File: src/rtl/bcd_adjust_unit.sv
module bcd_adjust_unit #(
  parameter int unsigned W = 8
) (
  input  logic         clk,
  input  logic         rst_n,
  input  logic         start,
  input  logic [2:0]   op,
  input  logic [W-1:0] hi_in,
  input  logic [W-1:0] lo_in,
  input  logic         cf_in,
  input  logic         af_in,
  output logic [W-1:0] hi_out,
  output logic [W-1:0] lo_out,
  output logic         cf_out,
  output logic         af_out,
  output logic         zf_out,
  output logic         sf_out,
  output logic         pf_out,
  output logic         div_err,
  output logic         done
);
  localparam int unsigned SW = W + 4;
  localparam logic [2:0] OP_UADD = 3'd0, OP_USUB = 3'd1, OP_MULA = 3'd2,
                         OP_DIVP = 3'd3, OP_PADD = 3'd4, OP_PSUB = 3'd5;

  logic nib_fix, byte_fix;
  assign nib_fix  = (lo_in[3:0] > 4'd9) | af_in;
  assign byte_fix = (lo_in > W'(8'h99)) | cf_in;

  logic [W-1:0] pa_mid, ps_mid, pa_res, ps_res;
  assign pa_mid = nib_fix  ? lo_in  + W'(8'h06) : lo_in;
  assign ps_mid = nib_fix  ? lo_in  - W'(8'h06) : lo_in;
  assign pa_res = byte_fix ? pa_mid + W'(8'h60) : pa_mid;
  assign ps_res = byte_fix ? ps_mid - W'(8'h60) : ps_mid;

  logic [W-1:0] mul_q, mul_r;
  assign mul_q = lo_in / W'(10);
  assign mul_r = lo_in % W'(10);

  logic [SW-1:0] div_sum;
  assign div_sum = SW'(hi_in) * SW'(10) + SW'(lo_in);

  logic [W-1:0] nx_hi, nx_lo;
  logic nx_cf, nx_af, nx_err, nx_szp, nx_keep;

  always_comb begin
    nx_hi = hi_in; nx_lo = lo_in; nx_cf = 1'b0; nx_af = 1'b0;
    nx_err = 1'b0; nx_szp = 1'b1; nx_keep = 1'b0;
    case (op)
      OP_UADD, OP_USUB: begin
        nx_szp = 1'b0;
        nx_cf  = nib_fix;
        nx_af  = nib_fix;
        if (nib_fix) begin
          nx_lo = {{(W-4){1'b0}}, (op == OP_UADD) ? lo_in[3:0] + 4'd6 : lo_in[3:0] - 4'd6};
          nx_hi = (op == OP_UADD) ? hi_in + W'(1) : hi_in - W'(1);
        end else begin
          nx_lo = {{(W-4){1'b0}}, lo_in[3:0]};
        end
      end
      OP_MULA: begin nx_hi = mul_q; nx_lo = mul_r; end
      OP_DIVP: begin
        nx_hi  = '0;
        nx_lo  = div_sum[W-1:0];
        nx_err = |div_sum[SW-1:W];
      end
      OP_PADD: begin nx_lo = pa_res; nx_af = nib_fix; nx_cf = byte_fix; end
      OP_PSUB: begin nx_lo = ps_res; nx_af = nib_fix; nx_cf = byte_fix; end
      default: nx_keep = 1'b1;
    endcase
  end

  always_ff @(posedge clk or negedge rst_n) begin
    if (!rst_n) begin
      hi_out <= '0; lo_out <= '0; cf_out <= 1'b0; af_out <= 1'b0;
      zf_out <= 1'b0; sf_out <= 1'b0; pf_out <= 1'b0; div_err <= 1'b0;
      done <= 1'b0;
    end else begin
      done <= start;
      if (start && !nx_keep) begin
        hi_out  <= nx_hi;
        lo_out  <= nx_lo;
        cf_out  <= nx_cf;
        af_out  <= nx_af;
        div_err <= nx_err;
        if (nx_szp) begin
          zf_out <= (nx_lo == '0);
          sf_out <= nx_lo[W-1];
          pf_out <= ~^nx_lo;
        end
      end
    end
  end


  done_pulse_chk: assert property (@(posedge clk) disable iff (!rst_n)
    start |=> done);

  idle_hold_chk: assert property (@(posedge clk) disable iff (!rst_n)
    !start |=> (!done && $stable(lo_out) && $stable(hi_out) && $stable(cf_out)));

  unpacked_nibble_chk: assert property (@(posedge clk) disable iff (!rst_n)
    (start && (op == OP_UADD || op == OP_USUB)) |=> (lo_out[W-1:4] == '0 && cf_out == af_out));

  mul_digit_chk: assert property (@(posedge clk) disable iff (!rst_n)
    (start && op == OP_MULA) |=> (lo_out < W'(10) && !cf_out && !af_out));

  div_high_clear_chk: assert property (@(posedge clk) disable iff (!rst_n)
    (start && op == OP_DIVP) |=> (hi_out == '0));

  unpacked_flags_keep_chk: assert property (@(posedge clk) disable iff (!rst_n)
    (start && (op == OP_UADD || op == OP_USUB)) |=> ($stable(zf_out) && $stable(sf_out) && $stable(pf_out)));

  spare_op_hold_chk: assert property (@(posedge clk) disable iff (!rst_n)
    (start && op[2:1] == 2'b11) |=> ($stable(lo_out) && $stable(hi_out) && $stable(div_err)));
endmodule

File: config.mk
export PLATFORM = sky130hd
export DESIGN_NAME = bcd_adjust_unit
export DESIGN_NICKNAME = d
export VERILOG_FILES = /design/src/rtl/bcd_adjust_unit.sv
export SDC_FILE = /design/constraint.sdc
export NUM_CORES = 1
export LEC_CHECK = 0
export ABC_AREA = 1
export BUFFER_PORTS_ARGS = -buffer_cell sky130_fd_sc_hd__buf_2
export CAP_MARGIN = 10
export CORE_MARGIN = 2
export CORE_UTILIZATION = 53
export CTS_CLUSTER_SIZE = 30
export DETAILED_ROUTE_END_ITERATION = 10
export MAX_ROUTING_LAYER = met4
export PLACE_DENSITY_LB_ADDON = 0.3
export SYNTH_ARGS = -nofsm -noshare
export SYNTH_HDL_FRONTEND = slang
export SYNTH_SLANG_ARGS = --single-unit
File: constraint.sdc
create_clock -name clk -period 0.8 [get_ports clk]
set_clock_uncertainty 0.05 [all_clocks]
set_input_delay 0.08 -clock clk [delete_from_list [all_inputs] [get_ports clk]]
set_output_delay 0.08 -clock clk [all_outputs]
set_load 0.01 [all_outputs]
==> summary.md, run 1 <==
| Metric | Value |
|---|---|
| Status | `aborted with a tool error` |
| Failed at | `global routing (5_1_grt)` |
| First Error | `[ERROR DPL-0038] Utilization greater than 100%, impossible to legalize` |
| CTS sink cnt | `23` |
| Mapped Area | `3240 µm²` |
| Post-synthesis sequential area ratio | `17.7%` |
| Post-synth EDFFs | `0` |
| Post-synthesis cell type count | `43` |
| Placed inst area | `4690 µm²` |
| Rows | `28` |
| Simple-Gate Fraction of Synth Area | `31.9%` |
| DP HPWL | `8570 µm` |
| Chip height | `82.2 µm` |
| Worst endpoint after global-route timing repair | `pf_out$_DFFE_PN0P_/D` |
| Post-synth ARST share | `100%` |
| Largest family of logic cells by synthesized area | `simple AND/OR/NAND/NOR gates` |
| Main synth FF type | `dfrtp_1` |
| Post-Syn Area per Cell | `6.77 µm²` |
| Xor/xnor cell area share of the yosys netlist | `5.67%` |
| Mapped Cells | `479` |
| Buffers on Ports | `46` |
| Placed insts | `724` |
| Syn nets | `543` |
| Longest Clk Path Bufs | `2` |
| CTS Buf Count | `3` |
| Synth Area in Adders | `16.4%` |
| Starting Density | `54.8%` |
| Worst EP Category | `register data pin` |
| I/O pin total | `47` |
| Chip width | `82.2 µm` |
| Routability congestion estimate | `1.05` |
| Flop and latch count out of synthesis | `23` |
| Clock root cell | `clkbuf_8` |
| Synthesis Warnings | `0` |
| Compound-Gate Fraction of Synth Area | `17.8%` |
| Largest net degree at the start of global routing | `20` |
| Post-synthesis mux area share | `0%` |
| H-tree depth | `1` |
==> cell usage after synthesis (2+ instances only) <==
library cell  instances  area, µm²
a21oi_1              33        165
a21oi_4               2       32.5
a221oi_1              5       43.8
a31oi_1               2       12.5
buf_2                 2       10.0
buf_6                 2       22.5
clkbuf_1              6       22.5
dfrtp_1              23        576
fa_1                  4       80.1
ha_1                 36        450
inv_1                64        240
inv_2                 9       33.8
nand2_1              99        372
nand2_2              15       93.8
nand2_4               4       45.0
nand3_1              27        135
nand3_2               6       60.1
nand4_1               8       50.1
nor2_1               39        146
nor2_4                2       22.5
nor3_1                3       15.0
o2111ai_1             3       26.3
o211ai_1              4       30.0
o21ai_0              33        165
o21ai_1               6       30.0
o21bai_1              3       22.5
or2_2                 4       25.0
xnor2_1               5       43.8
xor2_1               16        140
==> stage by stage <==
stage	setup WS, ns	utilization, %	setup TNS [ns]
CTS	-1.99	91.3	-29.39
global placement	-2.37	79.2	-33.13
detailed placement	-2.46	79.2	-34.74
floorplan	-2.12	-	-25.52
==> cells by family after synthesis <==
kind of cell,count (synthesis)
AOI/OAI and AO/OA,96
xor gates and xnor gates,21
adders and majority gates,40
buffers and inverters,85
DFF,23
and+or+nand+nor,214
==> timing repair <==
item | 4_1_cts
setup buffers | 30
hold buffers | 1
endpoints found under the hold margin | 23
gates resized for setup | 108
pin swaps | 61
endpoints found under the setup margin | 45
==> run 2: changes to the inputs <==
--- a/config.mk
+++ b/config.mk
@@ -9,11 +9,9 @@
 export BUFFER_PORTS_ARGS = -buffer_cell sky130_fd_sc_hd__buf_2
 export CAP_MARGIN = 10
 export CORE_MARGIN = 2
-export CORE_UTILIZATION = 53
-export CTS_CLUSTER_SIZE = 30
+export CORE_UTILIZATION = 40
 export DETAILED_ROUTE_END_ITERATION = 10
-export MAX_ROUTING_LAYER = met4
-export PLACE_DENSITY_LB_ADDON = 0.3
+export PLACE_DENSITY_LB_ADDON = 0.15
 export SYNTH_ARGS = -nofsm -noshare
 export SYNTH_HDL_FRONTEND = slang
 export SYNTH_SLANG_ARGS = --single-unit
==> constraint.sdc (replaced) <==
create_clock -name clk -period 1 [get_ports clk]
set_clock_uncertainty 0.05 [all_clocks]
set_input_delay 0.1 -clock clk [delete_from_list [all_inputs] [get_ports clk]]
set_output_delay 0.1 -clock clk [all_outputs]
set_load 0.01 [all_outputs]
==> run 2 against run 1 <==
Against the previous run: the flow now finishes, with violations (setup timing); synthesized area is the same; synthesized cell count is the same.
==> summary.md, run 2 <==
| Metric | Value |
|---|---|
| Post-synthesis sequential area ratio | `17.7% (unchanged)` |
| DP HPWL | `8380 µm (-2.2%)` |
| Post-synth top area cell | `dfrtp_1` |
| Reg2Reg Launch Point | `lo_out[5]` |
| Worst R2R End | `lo_out[5]` |
| Leak Pwr | `3.05 nW` |
| Status | `finished, violations left` |
| Worst slew margin | `66.8%` |
| Commonest non-fill, non-tap cell in the layout | `buf_4` |
| Post-synth EDFFs | `0 (unchanged)` |
| Placed insts | `764 (+5.5%)` |
| Initial antenna violation count | `0` |
| Synth top area share | `17.7% (unchanged)` |
| Gr usage total | `25.4%` |
| Total power | `6.30 mW` |
| Failing checks | `setup timing` |
| Hold EP | `done` |
| Crit path capture type | `flop` |
| RSZ-0062 raised after global routing | `true` |
| Overflow after GRT | `0` |
| Worst Path Buf+Inv | `6` |
| I/O pin total | `47 (unchanged)` |
| Post-synth ARST share | `100% (unchanged)` |
| Post-synthesis cell type count | `43 (unchanged)` |
| Mapped Area | `3240 µm² (unchanged)` |
| Number of global-route vias before repair | `4075` |
| Longest Clk Path Bufs | `2 (unchanged)` |
| Buffers on Ports | `46 (unchanged)` |
| Critical Path RT | `1.10 ns` |
| List of most frequent post-synthesis cells | `nand2_1 (99), inv_1 (64), nor2_1 (39), ha_1 (36)` |
| Cell depth of the worst flop-to-flop path | `3` |
| First-pass DRT Iterations | `5` |
| Nets@finish | `772` |
| Top Registers | `hi_out: 8 flops, lo_out: 8 flops` |
| Clock root cell | `clkbuf_8` |
| Layout overhead on the synthesized area | `84.3%` |
| WP data arrival | `3.04 ns` |
| CTS sink cnt | `23 (unchanged)` |
| Max FO, Critical Path | `3` |
| Maxcap violations | `0` |
| Chip width | `94.0 µm (+14%)` |
| Peak supply drop | `0.477 mV` |
| Largest delay share family, worst path | `adder cells` |
| Clk_lat worst skew | `0.26 ns` |
| DP Worst Slack | `-2.33 ns (+0.136 ns)` |
| CP Launch Type | `input pin` |
| ANT cells | `0` |
| CTS Buf Count | `3 (unchanged)` |
| Avg Vias per Cell | `5.09` |
| Starting Density | `41.5% (-13 points)` |
| Hold Path Origin | `start` |
| Core Area | `7810 µm²` |
| Share of post-route cells with drive strength above 1 | `57.4%` |
| Rows | `32 (+14%)` |
| Final hold vios | `0` |
| Clk pin slew, worst setup/hold paths | `0.08 ns` |
| Top post-synthesis cells by area | `dfrtp_1 (18%), ha_1 (14%), nand2_1 (11%)` |
| Power Density | `1050 nW/µm²` |
| Fin crit share | `293%` |
| Main synth FF type | `dfrtp_1` |
| Number of remaining DRC errors | `0` |
| WHS Path Cells | `2` |
| Mapped Cells | `479 (unchanged)` |
| Hold Worst Slack | `0.114 ns` |
| Worst reg2reg setup slack | `0.08 ns` |
| Critical Path Start | `hi_in[1]` |
| Drt initial violations | `144` |
| Syn nets | `543 (unchanged)` |
| Critical path class | `input pin to flop` |
| Chip height | `94.0 µm (+14%)` |
| Flop and latch count out of synthesis | `23 (unchanged)` |
| Critical-path top delay cell | `fa_1` |
| Fin util | `76.6%` |
| Count leader, synth | `nand2_1` |
| Post-Syn Area per Cell | `6.77 µm² (unchanged)` |
| Fin crit period | `2.93 ns` |
| Commonest non-fill, non-tap cells in the layout | `buf_4 (154), nand2_1 (65), inv_1 (49)` |
| Tightest Hold Check Type | `input pin to flop` |
| Post-DRT Antenna Nets | `0` |
| CTS tree | `built` |
| Synthesis Warnings | `0 (unchanged)` |
| Setup WS post-layout | `-1.93 ns` |
| Die Footprint | `8840 µm²` |
| Pins Over Slew Limit | `0` |
| Drt wl/cell | `14.5 µm` |
| First-pass GRT wire length | `18400 µm` |
| F_max | `341 MHz` |
| WL final | `11700 µm` |
| Largest net degree at the start of global routing | `24` |
| Crit-path cells | `buf_8 -> ha_4 -> ha_4 -> inv_2 -> fa_1 -> inv_2 -> ha_4 -> nand2_2 -> inv_2 -> nor2_1 -> inv_1 -> a21oi_2 -> o21ai_2 -> a21oi_2 -> a221oi_2 -> nand3b_1 -> inv_2 -> ha_4 -> xnor2_2 -> xnor2_1 -> nand2_1 -> nand2_1` |
| Routability congestion estimate | `0.940 (-10%)` |
| H-tree depth | `1 (unchanged)` |
| Worst Tran Pin Value | `0.499 ns` |
| # setup viols final | `22` |
| Max incr delay on CP | `0.49 ns` |
| Count of non-filler cells in the finished layout | `809` |
| Vias | `4116` |
[run 2: cell counts after synthesis]
No cell type changed its count.
[run 2: final cells by class]
class / instances / area, µm²
clock buffer: 4 / 45.0
fill: 543 / 1830
inverter: 74 / 305
multi-input combinational: 371 / 3050
sequential: 23 / 576
tap: 102 / 128
timing repair buffer: 235 / 1870
[run 2: metal layers]
layer / track usage [%] / up-vias / share of wire [%]
met3: 1.52 / 24 / 3.6
met4: 7.49 / 0 / 2.6
met2: 46.4 / 101 / 51
li1: - / 2047 / -
met5: 0 / - / 0
met1: 32.0 / 1944 / 43
[run 2: kinds of logic after synthesis]
| family | Yosys count | synth area share [%] |
|---|---|---|
| buf+inv | 85 | 10.5 |
| fa+ha+maj | 40 | 16.4 |
| compound gates | 96 | 17.8 |
| simple gates | 214 | 31.9 |
| xor+xnor | 21 | 5.67 |
| flops | 23 | 17.7 |
[run 2: where the power goes]
group | internal, mW | switching, mW | leakage (nW)
Combinational | 2.25 | 2.30 | 2.75
Clock | 0.284 | 0.272 | 0.0228
Sequential | 1.09 | 0.101 | 0.278
Total | 3.63 | 2.67 | 3.05
[run 2: how the worst max path moves through the flow]
stage,end,cells after the start
after floorplan,pf_out,30
after global placement,pf_out,22
after detailed placement,pf_out,22
after CTS,pf_out,22
after global routing,pf_out,22
final,pf_out,22
[run 2: metrics by stage]
stage               cell area, µm²  TNS (ns)
floorplan                     3430    -21.56
global placement              4810    -29.96
detailed placement            4810    -31.00
CTS                           5520    -23.59
global route                  5980    -27.54
finish                        5980    -24.60
[run 2: repair_timing]
action	4_1_cts	5_1_grt
resized for setup	108	99
setup endpoints to repair	22	22
buffers inserted	38	24
endpoints found under the hold margin	23	0
gates cloned	0	1
pin swaps	60	72
hold buffers	1	0
Power figures use the tool's default switching activity.
